File: src/rtl/mrb_pkg.sv
package mrb_pkg;
  localparam int DW       = 8;
  localparam int AW       = 8;
  localparam int NSRC     = 4;
  // register addresses
  localparam logic [AW-1:0] A_SRC_A  = 8'h15;
  localparam logic [AW-1:0] A_SRC_B  = 8'h16;
  localparam logic [AW-1:0] A_STATUS = 8'h18;
  localparam logic [AW-1:0] A_REL    = 8'h1A;
  localparam logic [AW-1:0] A_CTRL   = 8'h1B;
  // control bit positions
  localparam int B_PWR   = 7;
  localparam int B_RES   = 6;
  localparam int B_DRDYE = 5;
  localparam int B_TAPE  = 2;
  localparam int B_WAKEE = 1;
  localparam int B_TILTE = 0;
  localparam int B_STAT_IRQ = 4;
  // bits frozen while operating
  localparam logic [DW-1:0] FROZEN_MASK = 8'h78;
  // source vector index order
  localparam int S_TILT = 0;
  localparam int S_WAKE = 1;
  localparam int S_TAP  = 2;
  localparam int S_DRDY = 3;
endpackage

File: src/rtl/mrb_ctrl_reg.sv
module mrb_ctrl_reg
  import mrb_pkg::*;
#(
  parameter int W = DW,
  parameter logic [W-1:0] MASK = FROZEN_MASK,
  parameter int PWR_BIT = B_PWR
) (
  input  logic         clk,
  input  logic         rst_ni,
  input  logic         wr_i,
  input  logic [W-1:0] wdata_i,
  output logic [W-1:0] ctrl_o
);
  logic [W-1:0] ctrl_q, ctrl_d;

  always_comb begin
    ctrl_d = ctrl_q;
    if (ctrl_q[PWR_BIT]) ctrl_d = (ctrl_q & MASK) | (wdata_i & ~MASK);
    else                 ctrl_d = wdata_i;
  end

  always_ff @(posedge clk or negedge rst_ni) begin
    if (!rst_ni)   ctrl_q <= '0;
    else if (wr_i) ctrl_q <= ctrl_d;
  end

  assign ctrl_o = ctrl_q;

  // frozen bits hold across a write made while operating
  a_r3_frozen_hold: assert property (@(posedge clk) disable iff (!rst_ni)
    (wr_i && ctrl_q[PWR_BIT]) |=> ((ctrl_q & MASK) == ($past(ctrl_q) & MASK)));
  // a standby write stores the whole byte, power-up included
  a_r4_standby_load: assert property (@(posedge clk) disable iff (!rst_ni)
    (wr_i && !ctrl_q[PWR_BIT]) |=> (ctrl_q == $past(wdata_i)));
  // no write strobe, no change
  a_r11_no_wr_stable: assert property (@(posedge clk) disable iff (!rst_ni)
    !wr_i |=> $stable(ctrl_q));
endmodule

File: src/rtl/mrb_irq_latch.sv
module mrb_irq_latch
  import mrb_pkg::*;
#(
  parameter int N = NSRC
) (
  input  logic         clk,
  input  logic         rst_ni,
  input  logic         pwr_i,
  input  logic [N-1:0] en_i,
  input  logic [N-1:0] ev_i,
  input  logic         rel_i,
  output logic [N-1:0] src_o,
  output logic         irq_o
);
  logic [N-1:0] src_q;
  logic [N-1:0] hit;

  for (genvar i = 0; i < N; i++) begin : g_src
    logic nxt;
    assign hit[i] = pwr_i & en_i[i] & ev_i[i];
    always_comb begin
      nxt = src_q[i];
      if (rel_i) nxt = 1'b0;
      if (hit[i]) nxt = 1'b1;
    end
    always_ff @(posedge clk or negedge rst_ni) begin
      if (!rst_ni)                    src_q[i] <= 1'b0;
      else if (rel_i || hit[i])       src_q[i] <= nxt;
    end
  end

  assign src_o = src_q;
  assign irq_o = |src_q;

  // release with no new event empties every source
  a_r8_release_clears: assert property (@(posedge clk) disable iff (!rst_ni)
    (rel_i && !(|(ev_i & en_i))) |=> (src_o == '0));
  // an enabled event during operation is never lost, release or not
  a_r9_event_kept: assert property (@(posedge clk) disable iff (!rst_ni)
    (pwr_i && |(ev_i & en_i)) |=> (src_o != '0));
  // standby events change nothing except via release
  a_r10_standby_ignored: assert property (@(posedge clk) disable iff (!rst_ni)
    (!pwr_i && !rel_i) |=> $stable(src_o));
  // interrupt holds until release
  a_r7_level_hold: assert property (@(posedge clk) disable iff (!rst_ni)
    (irq_o && !rel_i) |=> irq_o);
endmodule

File: src/rtl/mrb_read_mux.sv
module mrb_read_mux
  import mrb_pkg::*;
(
  input  logic [AW-1:0]   addr_i,
  input  logic [DW-1:0]   ctrl_i,
  input  logic [NSRC-1:0] src_i,
  input  logic            irq_i,
  output logic [DW-1:0]   rdata_o
);
  always_comb begin
    rdata_o = '0;
    unique case (addr_i)
      A_SRC_A:  rdata_o[0] = src_i[S_DRDY];
      A_SRC_B:  rdata_o[2:0] = {src_i[S_TAP], src_i[S_WAKE], src_i[S_TILT]};
      A_STATUS: rdata_o[B_STAT_IRQ] = irq_i;
      A_CTRL:   rdata_o = ctrl_i;
      default:  rdata_o = '0;
    endcase
  end
endmodule

File: src/rtl/motion_regbank.sv
module motion_regbank
  import mrb_pkg::*;
(
  input  logic          clk,
  input  logic          rst_n,
  input  logic          wr_en_i,
  input  logic          rd_en_i,
  input  logic [AW-1:0] addr_i,
  input  logic [DW-1:0] wdata_i,
  output logic [DW-1:0] rdata_o,
  input  logic          ev_drdy_i,
  input  logic          ev_tap_i,
  input  logic          ev_wake_i,
  input  logic          ev_tilt_i,
  output logic          irq_o
);
  logic [1:0]      rst_sync_q;
  logic            rst_int_n;
  logic [DW-1:0]   ctrl;
  logic [NSRC-1:0] src, en, ev;
  logic            ctrl_wr, rel;

  always_ff @(posedge clk or negedge rst_n) begin
    if (!rst_n) rst_sync_q <= 2'b00;
    else        rst_sync_q <= {rst_sync_q[0], 1'b1};
  end
  assign rst_int_n = rst_sync_q[1];

  assign ctrl_wr = wr_en_i && (addr_i == A_CTRL);
  assign rel     = rd_en_i && (addr_i == A_REL);

  assign en[S_TILT] = ctrl[B_TILTE];
  assign en[S_WAKE] = ctrl[B_WAKEE];
  assign en[S_TAP]  = ctrl[B_TAPE];
  assign en[S_DRDY] = ctrl[B_DRDYE];
  assign ev = {ev_drdy_i, ev_tap_i, ev_wake_i, ev_tilt_i};

  mrb_ctrl_reg #(.W(DW), .MASK(FROZEN_MASK), .PWR_BIT(B_PWR)) u_ctrl (
    .clk(clk), .rst_ni(rst_int_n), .wr_i(ctrl_wr),
    .wdata_i(wdata_i), .ctrl_o(ctrl));

  mrb_irq_latch #(.N(NSRC)) u_irq (
    .clk(clk), .rst_ni(rst_int_n), .pwr_i(ctrl[B_PWR]), .en_i(en),
    .ev_i(ev), .rel_i(rel), .src_o(src), .irq_o(irq_o));

  mrb_read_mux u_mux (
    .addr_i(addr_i), .ctrl_i(ctrl), .src_i(src), .irq_i(irq_o),
    .rdata_o(rdata_o));

  // held in reset means quiet pin and cleared control
  a_r1_reset_quiet: assert property (@(posedge clk)
    !rst_int_n |=> (!irq_o && ctrl == '0));
endmodule

File: config.mk
export PLATFORM = sky130hd
export DESIGN_NAME = motion_regbank
export DESIGN_NICKNAME = d
export VERILOG_FILES = /design/src/rtl/mrb_pkg.sv /design/src/rtl/mrb_ctrl_reg.sv /design/src/rtl/mrb_irq_latch.sv /design/src/rtl/mrb_read_mux.sv /design/src/rtl/motion_regbank.sv
export SDC_FILE = /design/constraint.sdc
export NUM_CORES = 1
export LEC_CHECK = 0
export ABC_CLOCK_PERIOD_IN_PS = 3400
export BUFFER_PORTS_ARGS = -buffer_cell sky130_fd_sc_hd__buf_2
export CAP_MARGIN = 20
export CORE_MARGIN = 2
export CORE_UTILIZATION = 47
export DETAILED_ROUTE_END_ITERATION = 7
export GPL_TIMING_DRIVEN = 0
export PLACE_DENSITY = 0.92
export SLEW_MARGIN = 40
export SYNTH_ARGS = -nofsm -noshare
export SYNTH_HDL_FRONTEND = slang
export SYNTH_SLANG_ARGS = --single-unit
export TNS_END_PERCENT = 5
File: constraint.sdc
create_clock -name clk -period 3.4 [get_ports clk]
set_clock_uncertainty 0.1 [all_clocks]
set_input_delay 0.68 -clock clk [delete_from_list [all_inputs] [get_ports clk]]
set_output_delay 0.68 -clock clk [all_outputs]
set_load 0.1 [all_outputs]
---- Yosys cells after proc, flatten, opt, wreduce, memory -nomap -nowiden ----
Cells that the tools add are included.
cells by class
  add/subtract/negate cells ............... 0
  multiply operators ...................... 0
  div/mod/pow operators ................... 0
  magnitude comparators ................... 0
  equal/unequal tests ..................... 5
  shifts and indexed selects .............. 0
  muxes and demuxes ....................... 11
  bitwise gates (word level) .............. 9
  reductions and logical operators ........ 15
operators with widths
  cell                  count
  $eq A8 B5 Y1 const B  5
  $and A1 B1 Y1         8
  $mux W8               1
  $or A7 B8 Y8          1
  $reduce_and A2 Y1     4
  $reduce_bool A2 Y1    4
  $mux W1               6
  $logic_or A1 B1 Y1    4
  $pmux W2 S2           1
  $reduce_or A4 Y1      1
  $mux W3               1
  $pmux W1 S3           1
  $logic_and A1 B1 Y1   2
  $pmux W1 S2           1
word-level totals
  register bits ........................... 14
  bits in latches ......................... 0
  bits in writable memories ............... 0
  bits in read-only memories .............. 0
  output and inout bits ................... 9
  word-level logic and storage cells ...... 46
  memories kept ........................... 0

---- Logic depth before layout (Yosys ltp) ----
Gate-level depths: netlist (run 1).
  depth after elaboration ................. 4
  gate-level depth with buffers ........... 3

---- Hierarchy ----
Synthesis (run 1) repeated with hierarchy kept, for this count alone.
second synthesis, totals
  cells, all modules ...................... 62
  area total of the unflattened synthesis .. 743.2 sq um
modules (own cells, without submodules)
  module          times used  cells each  area each (sq um)  sequential area each (sq um)
  mrb_ctrl_reg    1           17          319.1              200.2
  mrb_irq_latch   1           17          161.4              100.1
  mrb_read_mux    1           19          158.9              0.0
  motion_regbank  1           9           103.8              50.0

---- Worst setup path after synthesis (run 1) ----
Ideal clock, no wire load.
  path type ............................... input to output
  start ................................... input port addr_i[7]
  end ..................................... output port rdata_o[2]
  data arrival time ....................... 3.195 ns
  required time ........................... 2.620 ns
  path slack .............................. -0.575 ns
  cell stages on the path ................. 3
  path buffers ............................ 0
  path through ............................ or4b_1 or4b_1 a21boi_1
on the way
  word-level cells in the longest chain between the ends .. 2
ends and longest elaborated chain
  element          line                  text
  from (decl)      motion_regbank.sv:8   input logic [AW-1:0] addr_i,
  $eq A8 B5 Y1     mrb_read_mux.sv:12    unique case (addr_i)
  $pmux W2 S2 (*)  mrb_read_mux.sv:12
  to (decl)        motion_regbank.sv:10  output logic [DW-1:0] rdata_o,
Mark *: on every way between the ends. The rest lies on a longest branch, timed or not.

---- Final worst setup path (run 1) ----
Ends and elaborated chain as after synthesis.

==> impl_summary.txt, run 1 <==
----------------------------------------------------
[Job]
  Number of maximum-capacitance constraint violations ... 0

[Synthesis]
  Syn_area_per_cell ... 12.04 sq um
  Mapped Nets ... 82
  Fraction of registers with async set/reset ... 1.000
  Count of distinct cell types in the synthesized netlist ... 21
  Post-Synthesis Cells ... 58
  Flop and latch count out of synthesis ... 14
  Number of warnings printed during yosys synthesis ... 0
  Sequential-to-total area share from yosys stat ... 0.5018
  Synthesized area ... 698.2 sq um
  Yosys top cell by area ... sky130_fd_sc_hd__dfrtp_1
  Largest cells by area after synthesis ... sky130_fd_sc_hd__dfrtp_1 (50%), sky130_fd_sc_hd__mux2_2 (9.7%), sky130_fd_sc_hd__a32o_1 (5.7%), sky130_fd_sc_hd__and2_1 (4.5%), sky130_fd_sc_hd__or4b_1 (4.3%)
  Post-synth EDFFs ... 0
  Top-area cell type share of the netlist area ... 0.5018
  Most used flip-flop cell after synthesis ... sky130_fd_sc_hd__dfrtp_1

[Worst setup path]
  Kind of end point of the critical path ... output port
  Launch point of the worst reg-to-reg path ... u_ctrl.ctrl_o[7]$_DFFE_PN0P_
  Start-to-end type of the worst setup path ... in -> out
  Depth of the most critical reg-to-reg path ... 3
  Arr. time, crit path ... 2490 ps
  Reg-to-reg endpoint ... u_ctrl.ctrl_o[3]$_DFFE_PN0P_
  CP Launch Type ... primary input
  Highest net fanout along the worst path ... 3
  Setup slack, reg-to-reg ... 1930 ps
  Req. time, crit path ... 2620 ps

[Place]
  Port buffer count ... 32
  RePlAce Congestion ... 0.8160
  # placed instances ... 105
  Sum of net half-perimeters after detailed placement ... 1286 um

[Timing]
  Max-slew violation total from the final report ... 0
  Total setup violations reported at the end of the flow ... 0
  Worst relative slew slack ... 0.6201
  Worst-margin pin slew ... 568.4 ps
  Final cycle utilization of the critical path ... 0.9609
  Min cycle time layout ... 3267 ps
  Unrepaired setup endpoints after global routing ... false
  Peak clock frequency supported by timing ... 0.3061 GHz
  Setup TNS ... 0 ps
  Hold Fails Final Rpt ... 0

[Clock network]
  Post-CTS Resized ... 0
  Number of hold-repair buffers added at the cts stage ... 0
  Post-CTS setup repair buffer count ... 0
  Clock latency at the later pin of the worst-skew pair ... 270 ps
  TritonCTS clock tree ... yes
  Clock root buffer ... sky130_fd_sc_hd__clkbuf_4
  Clock buffers created by TritonCTS ... 3
  Total clock sinks ... 14
  Clock Pin Slew Worst Setup and Hold Paths ... 70 ps
  Maximum buffer depth of the clock tree ... 2
  H-tree levels ... 1

[Cells and area]
  Total Nets Final ... 119
  Area growth from synthesis to layout ... 30.47%
  Layout cell share with drive strength beyond 1 ... 0.4839
  Non-Filler Instances ... 108
  Commonest cells after routing, fill and taps aside ... sky130_fd_sc_hd__buf_2 (32), sky130_fd_sc_hd__dfrtp_1 (14), sky130_fd_sc_hd__mux2_2 (6)
  N_diodes ... 0
  Most common library cell in the layout ignoring fill and taps ... sky130_fd_sc_hd__buf_2

[Power and ir drop]
  Leakage power of the design ... 0.4687 nW
  Maximum resistive drop on vdd ... 0.0002652 V
  P per Cell Area ... 347.7 nW/um^2

[Floorplanning]
  Area of the die ... 1810 sq um
  Standard-cell row count ... 13
  Starting density of the core ... 0.5171
  Placeable core region ... 1350 sq um
  Die X-Extent ... 42.54 um
  Number of ports placed on the die boundary ... 33
  Vertical extent of the die ... 42.54 um

[Detailed routing]
  First-iteration detailed-routing DRC count ... 7
  Drt pass-1 iters ... 4
  Wire per inst ... 14.50 um
  Post-route DRC violation count ... 0
  Per-cell via count in the routed design ... 5.500
  Detail Route Antenna Nets ... 0
  Post-detailed-routing wire length ... 1566 um
  Detailed-route via count ... 594

[Global routing]
  Overall Global Routing Usage ... 0.1957
  Maximum number of pins on one net before global-route repair ... 13
  Vias in the first global route ... 610
  Wire length of the first global-routing pass ... 2608 um
  Initial antenna violation count ... 0
  Overflow left after global routing ... 0

[Run status]
  Run status ... finished, final reports clean

[Min path]
  Class of the most critical hold timing path ... in -> async

----------------------------------------------------
[power by group]
group | internal [mW] | leakage, nW | switching (mW) | total [mW]
combinational | 0.0196 | 0.266 | 0.0271 | 0.0467
clock | 0.0409 | 0.0138 | 0.0476 | 0.0885
sequential | 0.174 | 0.189 | 0.00772 | 0.182
total | 0.234 | 0.469 | 0.0824 | 0.317
[worst max-delay path by stage]
stage                   start    endpoint  slack (ps)
global route        addr_i[7]  rdata_o[1]          70
detailed placement  addr_i[7]  rdata_o[2]         120
finish              addr_i[7]  rdata_o[2]         130
CTS                 addr_i[7]  rdata_o[2]         120
floorplan           addr_i[7]  rdata_o[1]         -40
global placement    addr_i[7]  rdata_o[2]         140
[cell usage after synthesis (2+ instances only)]
library cell               number
sky130_fd_sc_hd__nor2b_1        3
sky130_fd_sc_hd__mux2_2         6
sky130_fd_sc_hd__nand2_1        3
sky130_fd_sc_hd__nand4_1        4
sky130_fd_sc_hd__mux2_1         2
sky130_fd_sc_hd__a32o_1         4
sky130_fd_sc_hd__a21boi_1       2
sky130_fd_sc_hd__or4b_1         3
sky130_fd_sc_hd__nand3b_1       2
sky130_fd_sc_hd__dfrtp_1       14
sky130_fd_sc_hd__and2_1         5
[cells by family (layout without fill, tap and decap cells)]
kind of cell	Yosys count	in the layout	share of synthesized area
simple gates	26	26	0.2563
mux	8	8	0.1290
other cells	1	1	0.005371
flops	14	14	0.5018
buf+inv	0	35	0
compound gates	9	9	0.1075
[layout make-up]
type	count	area, sq um
multi-input combinational	44	359.1
fill	105	439.2
clock buffer	3	22.52
timing repair buffer	32	160.2
tap	15	18.77
sequential	14	350.3
[layer usage]
| layer | part of all wire | up-vias | global-route usage |
|---|---|---|---|
| li1 | - | 295 | - |
| met1 | 0.41 | 272 | 0.2155 |
| met2 | 0.51 | 25 | 0.3231 |
| met3 | 0.072 | 2 | 0.06466 |
| met4 | 0.013 | 0 | 0.1188 |
| met5 | 0 | - | 0 |
[stage by stage]
step	utilization	setup slack, ps	area (sq um)	hold WS (ps)	power, mW
3_3_place_gp	0.6580	142.2	888.4	94.94	0.2295
2_1_floorplan	-	-43.79	709.4	47.22	0.2096
3_5_place_dp	0.6580	124.6	888.4	106.5	0.2318
4_1_cts	0.6747	122.4	910.9	72.61	0.3199
5_1_grt	0.6747	65.45	910.9	69.57	0.3320
6_report	0.6747	132.8	910.9	81.98	0.3167
[worst max-delay path, stage by stage]
cell and delay [ps]:
sky130_fd_sc_hd__buf_2 110, sky130_fd_sc_hd__or4b_1 570, sky130_fd_sc_hd__or4b_1 550, sky130_fd_sc_hd__a21boi_2 150, sky130_fd_sc_hd__buf_2 430
[registers in the layout, indices dropped and copies added (netlist names)]
register,cells
u_ctrl.ctrl_o,8
u_irq.src_o,4
rst_sync_q,2
Note: power is estimated with default switching activity, not from simulation.
==> run 2: changes to the inputs <==
Settings changed: CORE_UTILIZATION 47 to 35, PLACE_DENSITY 0.92 to 0.74.
==> impl_summary.txt, run 2 (synthesized netlist as in run 1, its figures left out) <==
----------------------------------------------------
[Run status]
  Run status ... finished, final reports clean

[Timing]
  Total setup violations reported at the end of the flow ... 0 (unchanged)
  Peak clock frequency supported by timing ... 0.3088 GHz (+0.89%)
  Worst-margin pin slew ... 621.5 ps (+53.09 ps)
  Unrepaired setup endpoints after global routing ... false
  Worst relative slew slack ... 0.5846 (-0.03548)
  Hold Fails Final Rpt ... 0 (unchanged)
  Max-slew violation total from the final report ... 0 (unchanged)
  Min cycle time layout ... 3238 ps (-28.79 ps)
  Final cycle utilization of the critical path ... 0.9525 (-0.008467)

[Power and ir drop]
  Switching component of the power ... 85.10 uW (+3.3%)
  Power share of the clock group ... 0.338 (+0.059)
  Leakage power of the design ... 0.4759 nW (+1.5%)
  Relative contribution of sequential cells to total power ... 0.527 (-0.046)
  Internal ... 258.5 uW (+10%)
  Maximum resistive drop on vdd ... 0.0002067 V (-22%)
  P per Cell Area ... 365.7 nW/um^2 (+5.2%)
  Share of power burned in combinational logic ... 0.135 (-0.012)
  Net switching share of the total power ... 0.2477 (-0.01253)

[Global routing]
  Wire length of the first global-routing pass ... 2628 um (+0.77%)
  Vias in the first global route ... 620 (+1.6%)
  Overall Global Routing Usage ... 0.1427 (-0.05300)
  Met1 Track Usage GR ... 0.1680 (-0.04747)
  Maximum number of pins on one net before global-route repair ... 13 (unchanged)
  Busiest grt layer ... met2
  GR Layer Usage met3 ... 0.03704 (-0.02762)
  Overflow left after global routing ... 0 (unchanged)
  Initial antenna violation count ... 0 (unchanged)
  Global routing met2 resource utilization ... 0.2397 (-0.08335)

[Floorplanning]
  Standard-cell row count ... 16 (+3)
  Area of the die ... 2368 sq um (+31%)
  Number of ports placed on the die boundary ... 33 (unchanged)
  Placeable core region ... 1922 sq um (+42%)
  Die X-Extent ... 48.66 um (+14%)
  Starting density of the core ... 0.3633 (-0.1539)
  Vertical extent of the die ... 48.66 um (+14%)

[Cells and area]
  Commonest cells after routing, fill and taps aside ... sky130_fd_sc_hd__buf_2 (32), sky130_fd_sc_hd__dfrtp_1 (14), sky130_fd_sc_hd__mux2_2 (6)
  Layout cell share with drive strength beyond 1 ... 0.4894 (+0.005491)
  Design area ... 939.7 sq um (+3.2%)
  Max FFs per register ... 8 (unchanged)
  Most common library cell in the layout ignoring fill and taps ... sky130_fd_sc_hd__buf_2
  N_diodes ... 0 (unchanged)
  Non-Filler Instances ... 121 (+12%)
  Core utilization of the finished layout ... 0.4889 (-0.1858)
  Area growth from synthesis to layout ... 34.59%
  Total Nets Final ... 119 (unchanged)

[Worst setup path]
  Reg-to-reg endpoint ... u_ctrl.ctrl_o[6]$_DFFE_PN0P_
  Start-to-end type of the worst setup path ... in -> out
  Setup slack, reg-to-reg ... 1940 ps (about the same)
  Kind of end point of the critical path ... output port
  Depth of the most critical reg-to-reg path ... 3 (unchanged)
  Req. time, crit path ... 2620 ps (about the same)
  Launch point of the worst reg-to-reg path ... u_ctrl.ctrl_o[7]$_DFFE_PN0P_
  Highest net fanout along the worst path ... 3 (unchanged)
  Arr. time, crit path ... 2460 ps (-30 ps)
  CP Launch Type ... primary input

[Job]
  Number of maximum-capacitance constraint violations ... 0 (unchanged)

[Clock network]
  Post-CTS setup repair buffer count ... 0 (unchanged)
  H-tree levels ... 1 (unchanged)
  Total clock sinks ... 14 (unchanged)
  Maximum buffer depth of the clock tree ... 2 (unchanged)
  Clock root buffer ... sky130_fd_sc_hd__clkbuf_4
  TritonCTS clock tree ... yes
  Clock Pin Slew Worst Setup and Hold Paths ... 80 ps (about the same)
  Number of hold-repair buffers added at the cts stage ... 0 (unchanged)
  Post-CTS Resized ... 0 (unchanged)
  Clock latency at the later pin of the worst-skew pair ... 280 ps (about the same)
  Clock buffers created by TritonCTS ... 3 (unchanged)

[Place]
  Port buffer count ... 32 (unchanged)
  Area of placed instances ... 903.4 sq um (+1.7%)
  Sum of net half-perimeters after detailed placement ... 1250 um (-2.8%)
  # placed instances ... 117 (+11%)
  RePlAce Congestion ... 0.8147 (-0.16%)

[Detailed routing]
  Detail Route Antenna Nets ... 0 (unchanged)
  Drt pass-1 iters ... 2 (-2)
  Per-cell via count in the routed design ... 4.983 (-9.4%)
  Post-detailed-routing wire length ... 1498 um (-4.3%)
  Detailed-route via count ... 603 (+1.5%)
  Wire per inst ... 12.38 um (-15%)
  Post-route DRC violation count ... 0 (unchanged)
  First-iteration detailed-routing DRC count ... 1 (-6)

[Min path]
  Class of the most critical hold timing path ... in -> async

----------------------------------------------------
run 2: cell count changes in the layout (fill, tap and decap cells not counted):
cell,before,now
sky130_fd_sc_hd__clkbuf_8,0,1
run 2: how the worst max path moves through the flow:
stage               slack (ps)  startpoint    endpoint
finish                     160   addr_i[7]  rdata_o[2]
global route               100   addr_i[7]  rdata_o[1]
CTS                        140   addr_i[7]  rdata_o[2]
detailed placement         150   addr_i[7]  rdata_o[2]
global placement           160   addr_i[7]  rdata_o[2]
floorplan                  -40   addr_i[7]  rdata_o[1]
run 2: power by group through the flow:
stage                     combinational [mW]  sequential [mW]  clock (mW)
after detailed placement              0.0469            0.185           0
after global routing                  0.0505            0.183       0.128
after CTS                             0.0470            0.182       0.120
after floorplan                       0.0271            0.183           0
final                                 0.0464            0.181       0.116
after global placement                0.0455            0.184           0
run 2: final cells by class:
cell class	instances	area, sq um
Multi-Input combinational cell	44	359.1
Timing Repair Buffer	32	160.2
Tap cell	27	33.78
Clock buffer	4	36.28
Fill cell	209	982.2
Sequential cell	14	350.3
run 2: per-layer routing:
metal	part of all wire	wire length, um
met3	0.060	90
met1	0.44	655
met5	0	0
met4	0.024	36
met2	0.48	716
run 2: critical path: stages:
cell	delay, ps
sky130_fd_sc_hd__buf_2	110
sky130_fd_sc_hd__or4b_1	560
sky130_fd_sc_hd__or4b_1	540
sky130_fd_sc_hd__a21boi_2	140
sky130_fd_sc_hd__buf_2	430
run 2: through the flow:
| step | hold slack, ps | TNS [ps] | total power [mW] | setup WS [ps] |
|---|---|---|---|---|
| floorplan | 47.22 | -46.36 | 0.2096 | -43.79 |
| global placement | 99.09 | 0 | 0.2299 | 163.4 |
| detailed placement | 102.2 | 0 | 0.2318 | 151.0 |
| CTS | 58.16 | 0 | 0.3486 | 144.4 |
| global route | 56.72 | 0 | 0.3616 | 100.9 |
| finish | 67.28 | 0 | 0.3436 | 161.6 |
==> run 3: changes to the inputs <==
==> constraint.sdc (replaced) <==
create_clock -name clk -period 3.4 [get_ports clk]
set_clock_uncertainty 0.1 [all_clocks]
set_input_delay 0.17 -clock clk [delete_from_list [all_inputs] [get_ports clk]]
set_output_delay 0.17 -clock clk [all_outputs]
set_load 0.1 [all_outputs]
==> impl_summary.txt, run 3 (synthesized netlist as in run 1, its figures left out) <==
----------------------------------------------------
[Clock network]
  Maximum buffer depth of the clock tree ... 2 (unchanged)
  Post-CTS setup repair buffer count ... 0 (unchanged)
  TritonCTS clock tree ... yes
  Clock buffers created by TritonCTS ... 3 (unchanged)
  Clock root buffer ... sky130_fd_sc_hd__clkbuf_4
  Total clock sinks ... 14 (unchanged)
  H-tree levels ... 1 (unchanged)
  Clock Pin Slew Worst Setup and Hold Paths ... 80 ps (about the same)
  Clock latency at the later pin of the worst-skew pair ... 270 ps (about the same)

[Floorplanning]
  Die X-Extent ... 48.66 um (unchanged)
  Area of the die ... 2368 sq um (unchanged)
  Number of ports placed on the die boundary ... 33 (unchanged)
  Placeable core region ... 1922 sq um (unchanged)
  Starting density of the core ... 0.3633 (unchanged)
  Vertical extent of the die ... 48.66 um (unchanged)
  Standard-cell row count ... 16 (unchanged)

[Cells and area]
  Number of inserted filler cells in the final layout ... 207 (-0.96%)
  N_diodes ... 0 (unchanged)
  Area taken by flip-flops and latches ... 350.3 sq um (unchanged)
  Area growth from synthesis to layout ... 34.41%
  Max FFs per register ... 8 (unchanged)
  Commonest cells after routing, fill and taps aside ... sky130_fd_sc_hd__buf_2 (32), sky130_fd_sc_hd__dfrtp_1 (14), sky130_fd_sc_hd__mux2_2 (6)
  Layout cell share with drive strength beyond 1 ... 0.4526 (-0.03673)
  Design area ... 938.4 sq um (-0.13%)
  Total Nets Final ... 120 (+0.84%)
  Most common library cell in the layout ignoring fill and taps ... sky130_fd_sc_hd__buf_2
  Non-Filler Instances ... 122 (+0.83%)
  Area taken by multi-input logic gates ... 347.8 sq um (-3.1%)
  Core utilization of the finished layout ... 0.4883 (-0.0006510)

[Timing]
  Peak clock frequency supported by timing ... 0.4523 GHz (+46%)
  Hold WS ... 16.31 ps (-50.97 ps)
  Post-route worst setup slack ... 1189 ps (+1027 ps)
  Worst relative slew slack ... 0.6324 (+0.04776)
  Final cycle utilization of the critical path ... 0.6503 (-0.3021)
  Total setup violations reported at the end of the flow ... 0 (unchanged)
  Hold Fails Final Rpt ... 0 (unchanged)
  Max-slew violation total from the final report ... 0 (unchanged)
  Unrepaired setup endpoints after global routing ... false
  Worst-margin pin slew ... 550.0 ps (-71.45 ps)
  Min cycle time layout ... 2211 ps (-1027 ps)
  Setup TNS ... 0 ps (unchanged)

[Worst setup path]
  Highest net fanout along the worst path ... 3 (unchanged)
  Depth of the most critical reg-to-reg path ... 3 (unchanged)
  Start-to-end type of the worst setup path ... in -> out
  Req. time, crit path ... 3130 ps (+510 ps)
  CP cell instances ... buf_2, or4b_1, or4b_1, a21boi_1, buf_2
  Standard cell with the maximum stage delay on the critical path ... sky130_fd_sc_hd__or4b_1
  CP Launch Type ... primary input
  Critical path's largest stage delay ... 570 ps (about the same)
  Critical path's top delay family ... simple AND/OR/NAND/NOR gates
  Kind of end point of the critical path ... output port
  Arr. time, crit path ... 1940 ps (-520 ps)
  Buf/Inv on CP ... 2 (unchanged)
  Total number of cells along the worst setup path ... 5 (unchanged)

[Detailed routing]
  Per-cell via count in the routed design ... 4.959 (-0.49%)
  Post-route DRC violation count ... 0 (unchanged)
  First-iteration detailed-routing DRC count ... 19 (+18)
  Wire per inst ... 11.83 um (-4.5%)
  Detailed-route via count ... 605 (+0.33%)
  Detail Route Antenna Nets ... 0 (unchanged)
  Drt pass-1 iters ... 2 (unchanged)
  Post-detailed-routing wire length ... 1443 um (-3.7%)

[Global routing]
  Vias in the first global route ... 604 (-2.6%)
  Initial antenna violation count ... 0 (unchanged)
  Overall Global Routing Usage ... 0.1376 (-0.005078)
  Wire length of the first global-routing pass ... 2559 um (-2.6%)
  Maximum number of pins on one net before global-route repair ... 13 (unchanged)
  Overflow left after global routing ... 0 (unchanged)

[Run status]
  Run status ... finished, final reports clean

[Power and ir drop]
  Total Power ... 340.7 uW (-0.85%)
  P per Cell Area ... 363.0 nW/um^2 (-0.72%)
  Maximum resistive drop on vdd ... 0.0002498 V (+21%)
  Leakage power of the design ... 0.4800 nW (+0.88%)

[Min path]
  Class of the most critical hold timing path ... in -> reg
  Number of instances on the worst hold path ... 2

[Place]
  Setup slack after placement ... 1186 ps (+1035 ps)
  RePlAce Congestion ... 0.7404 (-9.1%)
  # placed instances ... 117 (unchanged)
  Area of placed instances ... 892.1 sq um (-1.2%)
  Port buffer count ... 32 (unchanged)
  Sum of net half-perimeters after detailed placement ... 1204 um (-3.6%)

[Job]
  Number of maximum-capacitance constraint violations ... 0 (unchanged)

----------------------------------------------------
## run 3: cell count changes in the layout (fill, tap and decap cells not counted)
cell	previous run	this run
sky130_fd_sc_hd__a21boi_1	0	2
sky130_fd_sc_hd__a21boi_2	2	0
sky130_fd_sc_hd__a21oi_1	0	1
sky130_fd_sc_hd__a21oi_2	1	0
sky130_fd_sc_hd__dlygate4sd3_1	0	1
## run 3: final cells by class
cell class	count	share of cell area
Clock buffer	4	0.03867
Multi-Input combinational cell	44	0.3707
Sequential cell	14	0.3733
Tap cell	27	0.03600
Timing Repair Buffer	33	0.1813
## run 3: per-layer routing
| metal | up-vias | wire [um] | global-route usage | part of all wire |
|---|---|---|---|---|
| li1 | 299 | - | - | - |
| met1 | 286 | 601 | 0.1545 | 0.42 |
| met2 | 18 | 704 | 0.2374 | 0.49 |
| met3 | 2 | 122 | 0.03704 | 0.085 |
| met4 | 0 | 15 | 0.07143 | 0.010 |
| met5 | - | 0 | 0 | 0 |
## run 3: worst register-to-register path: stages (launching register included)
cell                      delay, ps
sky130_fd_sc_hd__dfrtp_1        460
sky130_fd_sc_hd__nor2b_1        130
sky130_fd_sc_hd__and4_1         300
sky130_fd_sc_hd__mux2_2         360
## run 3: power breakdown
group | leakage (nW) | switching (mW) | internal, mW
sequential | 0.189 | 0.00737 | 0.174
combinational | 0.270 | 0.0265 | 0.0201
clock | 0.0210 | 0.0479 | 0.0650
## run 3: path summary, 6_finish.rpt
check,start,slack [ps],endpoint
max,addr_i[7],1190,rdata_o[2]
min,wdata_i[5],20,u_ctrl.ctrl_o[5]$_DFFE_PN0P_
max reg2reg,u_ctrl.ctrl_o[7]$_DFFE_PN0P_,1940,u_ctrl.ctrl_o[6]$_DFFE_PN0P_
min reg2reg,rst_sync_q[1]$_DFF_PN0_,90,u_ctrl.ctrl_o[3]$_DFFE_PN0P_
max in group asynchronous,rst_sync_q[1]$_DFF_PN0_,2790,u_ctrl.ctrl_o[1]$_DFFE_PN0P_
min in group asynchronous,rst_sync_q[1]$_DFF_PN0_,90,u_ctrl.ctrl_o[3]$_DFFE_PN0P_
## run 3: timing repair
item / in CTS / in global routing
resized for setup: 0 / 0
hold buffers: 1 / 0
hold endpoints to repair: 2 / 0
